==> src/rtl/xbus_pkg.sv <==
package xbus_pkg;

  typedef enum logic [1:0] {
    XOP_NONE  = 2'd0,
    XOP_FETCH = 2'd1,
    XOP_READ  = 2'd2,
    XOP_WRITE = 2'd3
  } xop_e;

  // oscillator clocks per machine cycle
  localparam int MC_CLKS    = 6;
  // phase windows (inclusive), derived from the machine cycle length
  localparam int ALE_LAST   = 1;
  localparam int ADR_LAST   = 2;
  localparam int PSEN_FIRST = 3;
  localparam int PSEN_LAST  = MC_CLKS - 1;
  localparam int WD_FIRST   = 4;
  localparam int STB_FIRST  = 5;
  localparam int STB_LAST   = 2 * MC_CLKS - 2;
  localparam int WD_LAST    = 2 * MC_CLKS - 1;

endpackage

==> src/rtl/xbus_timer.sv <==
module xbus_timer
  import xbus_pkg::*;
#(
  parameter int PW = 4
) (
  input  logic          clk,
  input  logic          rst_n,
  input  logic          long_cyc,
  output logic [PW-1:0] phase,
  output logic          cyc_last
);

  localparam logic [PW-1:0] SHORT_END = PW'(MC_CLKS - 1);
  localparam logic [PW-1:0] LONG_END  = PW'(2 * MC_CLKS - 1);

  logic [PW-1:0] phase_d;

  always_comb begin
    cyc_last = (phase == (long_cyc ? LONG_END : SHORT_END));
    phase_d  = cyc_last ? '0 : phase + PW'(1);
  end

  always_ff @(posedge clk or negedge rst_n) begin
    if (!rst_n) phase <= '0;
    else        phase <= phase_d;
  end

endmodule

==> src/rtl/xbus_decode.sv <==
module xbus_decode
  import xbus_pkg::*;
#(
  parameter int            AW        = 15,
  parameter logic [AW-1:0] INT_TOP   = 15'h3FFF,
  parameter logic [AW-1:0] RD_WIN_LO = 15'h7FF0,
  parameter logic [AW-1:0] WR_WIN_LO = 15'h7FF0
) (
  input  xop_e          op,
  input  logic [AW-1:0] addr,
  input  logic          rom_en,
  output logic          ext,
  output logic          stb_ok
);

  always_comb begin
    ext    = 1'b0;
    stb_ok = 1'b0;
    case (op)
      XOP_FETCH: ext = !rom_en || (addr > INT_TOP);
      XOP_READ: begin
        ext    = 1'b1;
        stb_ok = (addr < RD_WIN_LO);
      end
      XOP_WRITE: begin
        ext    = 1'b1;
        stb_ok = (addr < WR_WIN_LO);
      end
      default: ;
    endcase
  end

endmodule

==> src/rtl/xbus_pins.sv <==
module xbus_pins
  import xbus_pkg::*;
#(
  parameter int            AW      = 15,
  parameter int            DW      = 8,
  parameter int            PW      = 4,
  parameter logic [AW-1:0] INT_TOP = 15'h3FFF,
  localparam int           HW      = AW - DW
) (
  input  logic [PW-1:0] phase,
  input  xop_e          op,
  input  logic [AW-1:0] addr,
  input  logic [DW-1:0] wdata,
  input  logic          ext,
  input  logic          stb_ok,
  input  logic          rom_en,
  input  logic          ale_off,
  input  logic          cs_gpio,
  input  logic          cs_val,
  input  logic          idle,
  input  logic          pdown,
  input  logic [HW-1:0] hi_latch,
  output logic          ale,
  output logic          psen_n,
  output logic          rd_n,
  output logic          wr_n,
  output logic [DW-1:0] ad_out,
  output logic          ad_oe,
  output logic [HW-1:0] hi_addr,
  output logic          memcs_n,
  output logic          cap
);

  logic low_pwr, in_ale, in_adr, in_psen, in_stb, in_wd, in_stb_end;
  logic fetch_ext, rd_go, wr_go;

  always_comb begin
    low_pwr    = idle | pdown;
    in_ale     = (phase <= PW'(ALE_LAST));
    in_adr     = (phase <= PW'(ADR_LAST));
    in_psen    = (phase >= PW'(PSEN_FIRST)) && (phase <= PW'(PSEN_LAST));
    in_stb     = (phase >= PW'(STB_FIRST))  && (phase <= PW'(STB_LAST));
    in_wd      = (phase >= PW'(WD_FIRST))   && (phase <= PW'(WD_LAST));
    in_stb_end = (phase == PW'(STB_LAST));

    fetch_ext  = (op == XOP_FETCH) && ext;
    rd_go      = (op == XOP_READ)  && stb_ok && !low_pwr;
    wr_go      = (op == XOP_WRITE) && stb_ok && !low_pwr;

    if (pdown)        ale = 1'b0;
    else if (idle)    ale = 1'b1;
    else if (ale_off) ale = 1'b0;
    else              ale = in_ale;

    if (pdown)     psen_n = 1'b0;
    else if (idle) psen_n = 1'b1;
    else           psen_n = !(fetch_ext && in_psen);

    rd_n = !(rd_go && in_stb);
    wr_n = !(wr_go && in_stb);

    ad_oe  = !low_pwr && ((ext && in_adr) || ((op == XOP_WRITE) && in_wd));
    ad_out = in_adr ? addr[DW-1:0] : wdata;

    hi_addr = ext ? addr[AW-1:DW] : hi_latch;

    if (cs_gpio)      memcs_n = cs_val;
    else if (low_pwr) memcs_n = 1'b1;
    else if (!rom_en) memcs_n = 1'b0;
    else              memcs_n = !((op == XOP_FETCH) && (addr > INT_TOP));

    cap = !low_pwr && ((fetch_ext && (phase == PW'(PSEN_LAST))) ||
                       ((op == XOP_READ) && stb_ok && in_stb_end));
  end

endmodule

==> src/rtl/xbus_seq.sv <==
module xbus_seq
  import xbus_pkg::*;
#(
  parameter int            AW        = 15,
  parameter int            DW        = 8,
  parameter logic [AW-1:0] INT_TOP   = 15'h3FFF,
  parameter logic [AW-1:0] RD_WIN_LO = 15'h7FF0,
  parameter logic [AW-1:0] WR_WIN_LO = 15'h7FF0
) (
  input  logic             clk,
  input  logic             rst_n,
  input  logic             req_valid,
  input  logic [1:0]       req_op,
  input  logic [AW-1:0]    req_addr,
  input  logic [DW-1:0]    req_wdata,
  output logic             req_ready,
  output logic             busy,
  output logic [DW-1:0]    rd_data,
  output logic             rd_valid,
  input  logic             int_rom_en,
  input  logic             cfg_ale_off,
  input  logic             cfg_cs_gpio,
  input  logic             cs_gpio_val,
  input  logic             mode_idle,
  input  logic             mode_pdown,
  input  logic [AW-DW-1:0] hi_port_latch,
  output logic             ale,
  output logic             psen_n,
  output logic             rd_n,
  output logic             wr_n,
  output logic [DW-1:0]    ad_out,
  output logic             ad_oe,
  input  logic [DW-1:0]    ad_in,
  output logic [AW-DW-1:0] hi_addr,
  output logic             memcs_n
);

  localparam int PW = $clog2(2 * MC_CLKS);

  xop_e          op_q, op_d, req_kind;
  logic [AW-1:0] addr_q, addr_d;
  logic [DW-1:0] wd_q, wd_d;
  logic          ext_q, ext_d, ok_q, ok_d;
  logic          dec_ext, dec_ok;
  logic [PW-1:0] phase;
  logic          cyc_last, long_cyc, low_pwr, accept, cap;
  logic [DW-1:0] rdat_q;
  logic          rv_q;

  assign req_kind = xop_e'(req_op);
  assign long_cyc = (op_q == XOP_READ) || (op_q == XOP_WRITE);
  assign low_pwr  = mode_idle | mode_pdown;

  xbus_timer #(.PW(PW)) u_timer (
    .clk      (clk),
    .rst_n    (rst_n),
    .long_cyc (long_cyc),
    .phase    (phase),
    .cyc_last (cyc_last)
  );

  xbus_decode #(
    .AW(AW), .INT_TOP(INT_TOP), .RD_WIN_LO(RD_WIN_LO), .WR_WIN_LO(WR_WIN_LO)
  ) u_decode (
    .op     (req_kind),
    .addr   (req_addr),
    .rom_en (int_rom_en),
    .ext    (dec_ext),
    .stb_ok (dec_ok)
  );

  // next cycle contents, loaded only on a cycle boundary
  always_comb begin
    accept = cyc_last && req_valid && !low_pwr;
    if (accept) begin
      op_d   = req_kind;
      addr_d = req_addr;
      wd_d   = req_wdata;
      ext_d  = dec_ext;
      ok_d   = dec_ok;
    end else begin
      op_d   = XOP_NONE;
      addr_d = addr_q;
      wd_d   = wd_q;
      ext_d  = 1'b0;
      ok_d   = 1'b0;
    end
  end

  always_ff @(posedge clk or negedge rst_n) begin
    if (!rst_n) begin
      op_q   <= XOP_NONE;
      addr_q <= '0;
      wd_q   <= '0;
      ext_q  <= 1'b0;
      ok_q   <= 1'b0;
    end else if (cyc_last) begin
      op_q   <= op_d;
      addr_q <= addr_d;
      wd_q   <= wd_d;
      ext_q  <= ext_d;
      ok_q   <= ok_d;
    end
  end

  xbus_pins #(.AW(AW), .DW(DW), .PW(PW), .INT_TOP(INT_TOP)) u_pins (
    .phase    (phase),
    .op       (op_q),
    .addr     (addr_q),
    .wdata    (wd_q),
    .ext      (ext_q),
    .stb_ok   (ok_q),
    .rom_en   (int_rom_en),
    .ale_off  (cfg_ale_off),
    .cs_gpio  (cfg_cs_gpio),
    .cs_val   (cs_gpio_val),
    .idle     (mode_idle),
    .pdown    (mode_pdown),
    .hi_latch (hi_port_latch),
    .ale      (ale),
    .psen_n   (psen_n),
    .rd_n     (rd_n),
    .wr_n     (wr_n),
    .ad_out   (ad_out),
    .ad_oe    (ad_oe),
    .hi_addr  (hi_addr),
    .memcs_n  (memcs_n),
    .cap      (cap)
  );

  always_ff @(posedge clk or negedge rst_n) begin
    if (!rst_n) begin
      rv_q   <= 1'b0;
      rdat_q <= '0;
    end else begin
      rv_q <= cap;
      if (cap) rdat_q <= ad_in;
    end
  end

  assign rd_valid  = rv_q;
  assign rd_data   = rdat_q;
  assign req_ready = cyc_last && !low_pwr;
  assign busy      = (op_q != XOP_NONE);

endmodule

==> config.mk <==
export PLATFORM = sky130hd
export DESIGN_NAME = xbus_seq
export DESIGN_NICKNAME = d
export VERILOG_FILES = /design/src/rtl/xbus_pkg.sv /design/src/rtl/xbus_timer.sv /design/src/rtl/xbus_decode.sv /design/src/rtl/xbus_pins.sv /design/src/rtl/xbus_seq.sv
export SDC_FILE = /design/constraint.sdc
export NUM_CORES = 1
export LEC_CHECK = 0
export BUFFER_PORTS_ARGS = -buffer_cell sky130_fd_sc_hd__buf_2
export CELL_PAD_IN_SITES_DETAIL_PLACEMENT = 0
export CELL_PAD_IN_SITES_GLOBAL_PLACEMENT = 1
export CORE_UTILIZATION = 40
export DETAILED_ROUTE_END_ITERATION = 6
export GPL_TIMING_DRIVEN = 1
export PLACE_DENSITY = 0.8
export SLEW_MARGIN = 20
export SYNTH_ARGS = -nofsm -noshare
export SYNTH_HDL_FRONTEND = slang
export SYNTH_SLANG_ARGS = --single-unit
==> constraint.sdc <==
create_clock -name clk -period 5 [get_ports clk]
set_input_delay 0.5 -clock clk [delete_from_list [all_inputs] [get_ports clk]]
set_output_delay 0.5 -clock clk [all_outputs]
set_load 0.02 [all_outputs]
# Word-level counts from Yosys, hierarchy flattened
# Index checks and enable logic that the tools add are counted.
[word_totals] reg_bits=40 in_bits=49
[classes] add_sub_neg=1 magnitude_cmp=11 eq_ne=9 mux=17 bitwise_logic=1 reduce_logical=34
[op_table] operator="15-bit by 14-bit greater-than comparator with 1-bit output (second input constant)" n=2
[op_table] operator="1-bit logical AND" n=21
[op_table] operator="15-bit less-than comparator (second input constant)" n=1
[op_table] operator="1-bit 2-to-1 mux" n=11
[op_table] operator="2-bit == test (second input constant)" n=4
[op_table] operator="4-bit by 3-bit >= comparator with 1-bit output (second input constant)" n=2
[op_table] operator="4-bit less-or-equal comparator (second input constant)" n=2
[op_table] operator="4-bit 2-to-1 mux" n=2
[op_table] operator="8-bit 2-to-1 mux" n=1
[op_table] operator="7-bit 2-to-1 mux" n=1
[op_table] operator="1-bit logical NOT" n=6
[op_table] operator="4-bit by 1-bit adder with 4-bit output (second input constant)" n=1
[op_table] operator="2-bit by 1-bit == test with 1-bit output (second input constant)" n=2
[op_table] operator="4-bit by 3-bit == test with 1-bit output (second input constant)" n=1
[op_table] operator="4-bit == test" n=1
[op_table] operator="4-bit == test (second input constant)" n=1
[op_table] operator="4-bit by 2-bit >= comparator with 1-bit output (second input constant)" n=1
[op_table] operator="4-bit by 1-bit less-or-equal comparator with 1-bit output (second input constant)" n=1
[op_table] operator="4-bit by 2-bit less-or-equal comparator with 1-bit output (second input constant)" n=1
[op_table] operator="4-bit by 3-bit less-or-equal comparator with 1-bit output (second input constant)" n=1
[op_table] operator="1-bit logical OR" n=4
[op_table] operator="2-bit 2-to-1 mux" n=1
[op_table] operator="1-bit case mux with 2 select lines" n=1
[op_table] operator="2-bit AND reduction" n=1
[op_table] operator="other kinds (3)" n=3

# Logic depth before layout (Yosys ltp)
# Gate-level depths: netlist (run 1).
[logic_depth] ltp_word=7 mapped_depth=7 depth_no_buf=6

# By module
# A second synthesis (run 1) with hierarchy kept.
[hier_totals] hier_cells=156 hier_area_um2=2102.0
[by_module_without_submodules] module="xbus_seq" instances=1 cells_per_inst=89 area_each_um2=1495.2 seq_area_each_um2=900.9
[by_module_without_submodules] module="xbus_pins" instances=1 cells_per_inst=45 area_each_um2=380.4 seq_area_each_um2=0.0
[by_module_without_submodules] module="xbus_timer" instances=1 cells_per_inst=16 area_each_um2=186.4 seq_area_each_um2=100.1
[by_module_without_submodules] module="xbus_decode" instances=1 cells_per_inst=6 area_each_um2=40.0 seq_area_each_um2=0.0

# Worst setup path after synthesis (run 1)
# No wires, ideal clock.
[synth_path] path_type="register to output" from="register u_timer.phase[3]" to="output ad_out[0]" arrival_time_ns=1.663 required_time_ns=4.500 setup_slack_ns=2.837 path_stages_with_launch=6 path_buffers=0 cell_sequence="dfrtp_1 > inv_1 > ha_1 > nand2_1 > a32oi_2 > mux2_2"
[synth_between] elab_chain_len=2
[synth_lines] element="from (decl)" line_no="xbus_timer.sv:9" rtl="output logic [PW-1:0] phase,"
[synth_lines] element="from (signal assigned)" line_no="xbus_timer.sv:25" rtl="else phase <= phase_d;"
[synth_lines] element="4-bit by 2-bit less-or-equal comparator with 1-bit output" line_no="xbus_pins.sv:40" rtl="in_adr = (phase <= PW'(ADR_LAST));"
[synth_lines] element="8-bit 2-to-1 mux" line_no="xbus_pins.sv:63" rtl="ad_out = in_adr ? addr[DW-1:0] : wdata;"
[synth_lines] element="to (decl)" line_no="xbus_seq.sv:31" rtl="output logic [DW-1:0] ad_out,"
# Every way passes these cells.

# Final worst setup path (run 1)
[layout_path] from="register u_timer.phase[2]" to="output ad_out[2]"
# Same word-level chain as after synthesis.

==> metrics, run 1 <==
status=finished clean; worst hold path type=in2async; top post-synthesis cells by area=dfrtp_1 (46%), mux2_2 (15%), mux2_4 (12%), ha_1 (4.6%), inv_1 (1.5%); I/O Buffers=80; PD cells=484 nW/µm²; core area=5170 µm²; placed cells=311; global-route wire length before repair=7.16 mm; Worst Path Required=4500 ps; GRT Resource Usage Total=15.6%; final wirelength=4.27 mm; Reg clk slew, reported paths=80 ps; Initial Utilization=42.2%; Worst Clk Skew=12.3 ps; Synth cell types=39; syn_area_per_cell=13.2 µm²; DR vias=1,531; buffers inserted by post-CTS timing repair=0; 1st-pass router iterations=4; PostCTS Resize Cnt=0; H-tree level count=2; dpl hpwl=3.28 mm; Die Y=75.9 µm; Synth-to-Final Area Change=24.8%; Routability Congestion=0.727; pin count of the biggest net entering global routing=41; Die Area=5760 µm²; final worst path period need=2920 ps; register area=1000 µm²; top-count cell post-synth=dfrtp_1; TritonCTS clock tree=yes; unrepaired setup endpoints after global routing=no; Worst Reg-to-Reg Cells=4; number of buffers created by CTS=5; leading area contributor after synthesis=dfrtp_1; final setup TNS=0 ps; GR Overflow Total=0; CP arrival=2420 ps; io pins=81; Worst Tran Pin Value=862 ps; Leak=1.43 nW; CTS max path bufs=2; highest-delay cell along the critical path=a32oi_2; antenna violations before repair=0; Cell Chain, Critical Path=inv_1 > ha_1 > nand2_1 > a32oi_2 > mux2_2 > buf_2; vias per cell=4.80; Synth Warn #=0; Synthesized Nets=223; DIE WIDTH=75.9 µm; Cells after Synth=166; fraction of registers with async set/reset=100%; critical path startpoint category=flip-flop; reg2reg end=addr_q[2]; Seq/Total Area, Yosys=45.8%; WS Path Type=reg2out; max-cap violations=0; top-area cell type share of the netlist area=45.8%; Final Non-Filler Cells=319; final setup violation count=0; Tcrit/Tclk final=58.3%; latest clock arrival within the worst-skew pair=290 ps; VDD IR-drop max=276 µV; share of cells above drive strength 1=57.4%; multi-input logic area=1090 µm²; initial drt markers=32; worst r2r src=u_timer.phase[1]; Nets=305; max_slew headroom=42.5%; Seq cells post-synth=40; crit end category=output pin; vias in the first global route=1,533; ant diodes=0; CTS sink cnt=40; final hold viol count=0; synth cell count leaders=dfrtp_1 (40), mux2_2 (29), mux2_4 (17); DP Area=2620 µm²; Hold-fix buffers, CTS=0; post-route ant nets=0; number of synthesized flops with an enable pin=0; Mapped Area=2180 µm²; fillers=473; Root Buffer=clkbuf_8; Post-Layout Inst Area=2730 µm²; leading register cell type out of synthesis=dfrtp_1; worst-case hold slack=311 ps; Worst Path Max Fanout=9; FF-to-FF setup slack=2960 ps; # rows=26; max frequency=343 MHz; Final Slew Violations=0; DRC Markers=0; Final Power=1.32 mW; Avg WL per Cell=13.4 µm; CP peak stage delay=600 ps
==> critical path: cells and delay by family (launching register included) <==
kind	cells	cell delay (ps)
flip-flops	1	460
adder cells (fa/ha/maj)	1	230
AO/OA/AOI/OAI	1	600
buffers and inverters	2	350
AND/OR/NAND/NOR	1	80
multiplexers	1	410
==> metrics by stage <==
stage,worst slack [ps],util (%)
after floorplan,2840,-
after global placement,2460,50.6
after detailed placement,2330,50.6
after CTS,2020,52.7
after global routing,1870,52.7
final,2080,52.7
==> layer usage <==
metal  wire length [µm]  vias to the layer above  track usage (%)
li1                   -                      758                -
met1               1970                      723             20.6
met5                  0                        -                0
met3                283                        4             5.30
met2               1990                       46             24.7
met4                 23                        0             3.46
==> where the power goes <==
group          switching [mW]  internal (mW)  total (mW)  leakage [nW]
logic                   0.260          0.286       0.545         0.854
clock network           0.111          0.148       0.259        0.0541
registers              0.0951          0.419       0.514         0.523
total                   0.466          0.852        1.32          1.43
==> worst max path at each step <==
stage	from	endpoint	slack, ps	depth (start not counted)
after global routing	u_timer.phase[2]	ad_out[7]	1870	6
after global placement	u_timer.phase[2]	ad_out[4]	2460	6
after CTS	u_timer.phase[3]	ad_out[2]	2020	6
after detailed placement	u_timer.phase[3]	ad_out[2]	2330	6
after floorplan	u_timer.phase[3]	ad_out[0]	2840	5
final	u_timer.phase[2]	ad_out[2]	2080	6
==> final cells by class <==
| cell class | instances | area share [%] |
|---|---|---|
| repair buffers | 80 | 14.7 |
| well taps | 70 | 3.21 |
| inverters | 9 | 1.24 |
| clock buffers | 5 | 2.52 |
| clock inverters | 3 | 1.56 |
| multi-input cells | 112 | 40.1 |
| flip-flops and latches | 40 | 36.7 |
==> layout by cell type (no fill, tap or decap), drive strengths merged, types with 2 or more instances in the layout <==
cell type,instances
clkbuf,5
buf,80
nand2b,4
inv,9
a22o,2
ha,8
nand2,10
a21oi,6
nand3,2
a21o,2
o21ai,2
dfrtp,40
and2,3
mux2,46
a32o,2
nand4,3
or2,2
nor2,6
==> state kept, by name, indices dropped and copies added (netlist names) <==
register,flops
addr_q,15
rd_data,8
wd_q,8
u_timer.phase,4
op_q,2
ext_q,1
ok_q,1
rd_valid,1
==> cell families after synthesis <==
kind of cell	after synthesis	share of synthesized area, %
AOI/OAI and AO/OA	20	7.33
and+or+nand+nor	37	11.1
xor gates and xnor gates	1	0.401
buffers and inverters	14	4.18
adders and majority gates	8	4.58
DFF	40	45.8
muxes	46	26.6
Power figures use the tool's default switching activity.
==> inputs of run 2 (changes only) <==
--- a/config.mk
+++ b/config.mk
@@ -5,13 +5,14 @@
 export SDC_FILE = /design/constraint.sdc
 export NUM_CORES = 1
 export LEC_CHECK = 0
+export ABC_AREA = 1
 export BUFFER_PORTS_ARGS = -buffer_cell sky130_fd_sc_hd__buf_2
 export CELL_PAD_IN_SITES_DETAIL_PLACEMENT = 0
 export CELL_PAD_IN_SITES_GLOBAL_PLACEMENT = 1
-export CORE_UTILIZATION = 40
+export CORE_UTILIZATION = 34
 export DETAILED_ROUTE_END_ITERATION = 6
 export GPL_TIMING_DRIVEN = 1
-export PLACE_DENSITY = 0.8
+export PLACE_DENSITY = 0.76
 export SLEW_MARGIN = 20
 export SYNTH_ARGS = -nofsm -noshare
 export SYNTH_HDL_FRONTEND = slang
==> constraint.sdc (replaced) <==
create_clock -name clk -period 2.7 [get_ports clk]
set_input_delay 0.27 -clock clk [delete_from_list [all_inputs] [get_ports clk]]
set_output_delay 0.27 -clock clk [all_outputs]
set_load 0.02 [all_outputs]
==> metrics, run 2 <==
latest clock arrival within the worst-skew pair=300 ps (about the same); PostCTS Resize Cnt=0 (unchanged); buffers inserted by post-CTS timing repair=0 (unchanged); FF-to-FF setup slack=1030 ps (-1930 ps); crit end category=output pin; Cells after Synth=300 (+81%); worst r2r src=u_timer.phase[2]; critical path startpoint category=flip-flop; Reg clk slew, reported paths=80 ps (about the same); final setup TNS=0 ps (unchanged); Seq/Total Area, Yosys=45.1% (-0.75 points); switching part of the total power=45.0% (+9.6 points); Final Slew Violations=0 (unchanged); post-route ant nets=0 (unchanged); reg2reg end=wd_q[1]; commonest non-fill, non-tap cells in the layout=nand2_1 (152), buf_2 (80), dfrtp_1 (40); WS Path Type=reg2out; Seq cells post-synth=40 (unchanged); max_slew headroom=39.7% (-2.8 points); Routability Congestion=0.802 (+10%); Psw=1.12 mW (+140%); share of cells above drive strength 1=29.1% (-28 points); commonest non-fill, non-tap cell in the layout=nand2_1; Leak=1.67 nW (+16%); DRC Markers=0 (unchanged); Die Y=82.8 µm (+9.1%); final wirelength=5.53 mm (+29%); Hold-fix buffers, CTS=0 (unchanged); max frequency=417 MHz; status=finished clean; H-tree level count=2 (unchanged); top-area cell type share of the netlist area=45.1% (-0.75 points); Synth Warn #=0 (unchanged); number of synthesized flops with an enable pin=0 (unchanged); top post-synthesis cells by area=dfrtp_1 (45%), nand2_1 (26%), nand3_1 (5.2%), ha_1 (4.5%), inv_1 (3.4%); Int Power=1.37 mW (+60%); Nets=439 (+44%); leading register cell type out of synthesis=dfrtp_1; fraction of registers with async set/reset=100% (unchanged); top-count cell post-synth=nand2_1; Worst Path Max Fanout=9 (unchanged); global-route wire length before repair=9.42 mm (+32%); Worst Clk Skew=7.08 ps (-5.19 ps); GR Overflow Total=0 (unchanged); DR vias=2,103 (+37%); unrepaired setup endpoints after global routing=no; max-cap violations=0 (unchanged); Worst Path Required=2430 ps (-2070 ps); # rows=29 (+12%); Worst Tran Pin Value=904 ps (+42.2 ps); Die Area=6860 µm² (+19%); power share of the sequential group=38.7% (-0.3 points); antenna violations before repair=0 (unchanged); Clk pwr share=15.8% (-3.8 points); CP arrival=2130 ps (-290 ps); leading area contributor after synthesis=dfrtp_1; io pins=81 (unchanged); ant diodes=0 (unchanged); I/O Buffers=80 (unchanged); syn_area_per_cell=7.40 µm² (-44%); CTS max path bufs=2 (unchanged); max FFs per register=15 (unchanged); combinational share of power=45.5% (+4.1 points); initial drt markers=97 (+200%); Largest Register=addr_q; worst-case hold slack=97.3 ps (-214 ps); PD cells=904 nW/µm² (+87%); CTS sink cnt=40 (unchanged); DIE WIDTH=82.8 µm (+9.1%); synth cell count leaders=nand2_1 (152), dfrtp_1 (40), nand3_1 (23); Root Buffer=clkbuf_8; Initial Utilization=35.2% (-7.1 points); TritonCTS clock tree=yes; 1st-pass router iterations=4 (unchanged); worst hold path type=in2async; Synth-to-Final Area Change=23.8%; Synth cell types=26 (-33%); Worst Reg-to-Reg Cells=7 (+3); Avg WL per Cell=12.0 µm (-10%); Mapped Area=2220 µm² (+1.7%); VDD IR-drop max=561 µV (+100%); dpl hpwl=4.09 mm (+25%); final setup violation count=0 (unchanged); final hold viol count=0 (unchanged); number of buffers created by CTS=5 (unchanged); vias in the first global route=2,011 (+31%); pin count of the biggest net entering global routing=41 (unchanged); core area=6310 µm² (+22%); Synthesized Nets=357 (+60%); vias per cell=4.58 (-4.5%); GRT Resource Usage Total=17.1% (+1.5 points); final worst path period need=2400 ps; Tcrit/Tclk final=88.7%
==> run 2: cell count changes in the layout (fill, tap and decap cells not counted), moves of 9 or more <==
cell / previous run / this run
inv_1: 9 / 20
mux2_2: 29 / 0
mux2_4: 17 / 0
nand2_1: 9 / 152
nand3_1: 2 / 23
nor2_1: 5 / 14
==> run 2: through the flow <==
stage | util [%] | total power, mW | instance area, µm² | worst slack, ps | instances
6_report | 43.5 | 2.48 | 2750 | 304 | 459
5_1_grt | 43.5 | 2.70 | 2750 | 132 | 459
4_1_cts | 43.5 | 2.51 | 2750 | 290 | 459
3_5_place_dp | 42.3 | 2.12 | 2670 | 626 | 452
3_3_place_gp | 42.3 | 2.10 | 2670 | 693 | 452
2_1_floorplan | - | 1.76 | 2220 | 989 | 300
==> run 2: cell type report <==
| cell class | instances | area (µm²) |
|---|---|---|
| Clock buffer | 5 | 68.8 |
| Clock inverter | 2 | 12.5 |
| Fill cell | 669 | 3560 |
| Inverter | 26 | 97.6 |
| Multi-Input combinational cell | 228 | 1060 |
| Sequential cell | 40 | 1000 |
| Tap cell | 77 | 96.3 |
| Timing Repair Buffer | 81 | 408 |
==> run 2: worst max path at each step <==
stage / slack, ps / from / end
floorplan: 990 / u_timer.phase[3] / ad_oe
global placement: 690 / u_timer.phase[3] / ad_oe
detailed placement: 630 / u_timer.phase[3] / ad_oe
CTS: 290 / u_timer.phase[3] / ad_oe
global route: 130 / u_timer.phase[3] / ad_out[2]
finish: 300 / u_timer.phase[3] / ad_oe
==> run 2: logic make-up after synthesis <==
| kind of cell | after synthesis | synth area share [%] |
|---|---|---|
| compound gates | 12 | 3.04 |
| xor+xnor | 1 | 0.394 |
| fa+ha+maj | 8 | 4.51 |
| buf+inv | 32 | 6.99 |
| flops | 40 | 45.1 |
| simple gates | 207 | 40.0 |
==> run 2: critical path: stages (launching register included) <==
cell	delay [ps]
dfrtp_1	450
inv_2	160
ha_1	200
inv_1	80
o21ai_2	350
nand2_2	250
nand2_1	110
a21oi_1	70
buf_2	160
==> run 2: power groups by stage <==
stage / clock [mW] / combinational, mW / sequential, mW
6_report: 0.392 / 1.13 / 0.962
5_1_grt: 0.427 / 1.29 / 0.991
4_1_cts: 0.401 / 1.15 / 0.960
3_5_place_dp: 0 / 1.15 / 0.970
3_3_place_gp: 0 / 1.13 / 0.966
2_1_floorplan: 0 / 0.845 / 0.918
==> run 2: per-layer routing <==
layer  GRT usage [%]  wire length, µm
met4            3.29               15
met5               0                0
met2            28.1             2660
met3            5.17              297
met1            22.3             2560
==> inputs of run 3 (changes only) <==
--- a/config.mk
+++ b/config.mk
@@ -5,11 +5,10 @@
 export SDC_FILE = /design/constraint.sdc
 export NUM_CORES = 1
 export LEC_CHECK = 0
-export ABC_AREA = 1
 export BUFFER_PORTS_ARGS = -buffer_cell sky130_fd_sc_hd__buf_2
 export CELL_PAD_IN_SITES_DETAIL_PLACEMENT = 0
 export CELL_PAD_IN_SITES_GLOBAL_PLACEMENT = 1
-export CORE_UTILIZATION = 34
+export CORE_UTILIZATION = 38
 export DETAILED_ROUTE_END_ITERATION = 6
 export GPL_TIMING_DRIVEN = 1
 export PLACE_DENSITY = 0.76
==> metrics, run 3 (same netlist as run 1, synthesis figures left out) <==
io pins=81 (unchanged); Worst Reg-to-Reg Cells=4 (-3); max_slew headroom=42.8% (+3.1 points); highest-delay cell along the critical path=dfrtp_1; VDD IR-drop max=519 µV (-7.4%); PD cells=876 nW/µm² (-3.0%); commonest non-fill, non-tap cell in the layout=buf_2; PostCTS Resize Cnt=0 (unchanged); DIE WIDTH=77.8 µm (-6.0%); critical path startpoint category=flip-flop; final worst path period need=2430 ps (+37.9 ps); DRC Markers=0 (unchanged); Hold-fix buffers, CTS=0 (unchanged); share of cells above drive strength 1=57.6% (+29 points); 1st-pass router iterations=4 (unchanged); switching part of the total power=36.2% (-8.8 points); Top delay family on crit path=buffers and inverters; Final Non-Filler Cells=322 (-30%); GR Overflow Total=0 (unchanged); final hold viol count=0 (unchanged); Worst Path Required=2430 ps (about the same); Leak=1.43 nW (-14%); Worst Tran Pin Value=858 ps (-46.1 ps); Synth-to-Final Area Change=24.4%; Final Slew Violations=0 (unchanged); Initial Utilization=39.4% (+4.3 points); CTS max path bufs=2 (unchanged); Root Buffer=clkbuf_8; CP arrival=2160 ps (+30 ps); Finished Core Util=49.1% (+5.5 points); WS Path Type=reg2out; post-route ant nets=0 (unchanged); core area=5540 µm² (-12%); Psw=0.862 mW (-23%); dpl hpwl=3.36 mm (-18%); antenna violations before repair=0 (unchanged); Clk pwr share=16.8% (+1.0 points); max FFs per register=15 (unchanged); Tcrit/Tclk final=90.1% (+1.4 points); H-tree level count=2 (unchanged); Die Y=77.8 µm (-6.0%); placed cells=314 (-31%); Avg WL per Cell=13.6 µm (+13%); Worst Path Max Fanout=9 (unchanged); TritonCTS clock tree=yes; combinational share of power=43.2% (-2.3 points); Die Area=6060 µm² (-12%); DR vias=1,534 (-27%); final setup TNS=0 ps (unchanged); commonest non-fill, non-tap cells in the layout=buf_2 (80), dfrtp_1 (40), mux2_2 (29); final wirelength=4.38 mm (-21%); latest clock arrival within the worst-skew pair=280 ps (-20 ps); final setup violation count=0 (unchanged); power share of the sequential group=40.1% (+1.4 points); Buf/Inv on CP=3 (unchanged); critical path depth=7 (-1); vias in the first global route=1,607 (-20%); initial drt markers=33 (-66%); worst-case hold slack=93.5 ps (-3.80 ps); crit end category=output pin; Largest Register=addr_q; Int Power=1.52 mW (+11%); GRT Resource Usage Total=15.6% (-1.5 points); unrepaired setup endpoints after global routing=no; pin count of the biggest net entering global routing=41 (unchanged); worst hold path type=in2async; ant diodes=0 (unchanged); CP peak stage delay=470 ps (+20 ps); Nets=306 (-30%); # rows=27 (-6.9%); Worst Clk Skew=6.38 ps (-0.692 ps); buffers inserted by post-CTS timing repair=0 (unchanged); global-route wire length before repair=7.44 mm (-21%); Cell Chain, Critical Path=inv_1 > ha_1 > nand2_1 > a32oi_2 > buf_4 > mux2_2 > buf_2; CTS sink cnt=40 (unchanged); status=finished clean; Routability Congestion=0.732 (-8.7%); vias per cell=4.76 (+4.0%); pre-CTS setup slack=576 ps (-49.8 ps); Reg clk slew, reported paths=70 ps (about the same); max frequency=411 MHz (-1.6%); slack of the critical path=266 ps (-37.9 ps); I/O Buffers=80 (unchanged); max-cap violations=0 (unchanged); number of buffers created by CTS=5 (unchanged)
[run 3: cell types whose count changed in the layout (fill, tap and decap cells not counted), sizes merged, moves of 4 or more]
cell and change:
mux2 +46, o21ai -6, nand2 -152, nor2 -11
inv -16, nand2b +4, a21oi +4, nand3 -23
[run 3: worst paths after layout]
path / from / slack, ps / end
worst max register to register: u_timer.phase[1] / 680 / addr_q[3]
worst min register to register: rd_data[1] / 500 / rd_data[1]
worst max-delay path: u_timer.phase[2] / 270 / ad_out[5]
worst min-delay path: rst_n / 90 / wd_q[0]
max in group asynchronous: rst_n / 2060 / u_timer.phase[1]
min in group clk: req_wdata[0] / 210 / wd_q[0]
[run 3: through the flow]
stage	total power, mW	area, µm²
after floorplan	1.72	2180
after global routing	2.55	2720
final	2.38	2720
after detailed placement	2.00	2630
after global placement	1.99	2630
after CTS	2.43	2720
[run 3: final cells by class]
cell class / instances / area [µm²]
flip-flops and latches: 40 / 1000
fillers: 525 / 2820
clock inverters: 2 / 10.0
repair buffers: 81 / 408
multi-input cells: 112 / 1090
inverters: 9 / 33.8
well taps: 72 / 90.1
clock buffers: 6 / 82.6
[run 3: metal layers]
metal | track usage [%] | vias up | routed length [µm]
met1 | 20.4 | 729 | 2070
met2 | 25.4 | 47 | 2050
met5 | 0 | - | 0
met4 | 2.83 | 0 | 12
li1 | - | 756 | -
met3 | 4.71 | 2 | 248
[run 3: power by group through the flow]
stage                     combinational, mW  sequential (mW)  clock, mW
after global routing                   1.13            0.987      0.443
after CTS                              1.04            0.957      0.425
after global placement                 1.02            0.967          0
after floorplan                       0.834            0.885          0
after detailed placement               1.04            0.964          0
final                                  1.03            0.954      0.399
[run 3: worst reg2reg max path: cells and delay by family (launching register included)]
family | cells | cell delay (ps)
flops | 1 | 510
simple gates | 2 | 850
mux | 1 | 410
compound gates | 1 | 150
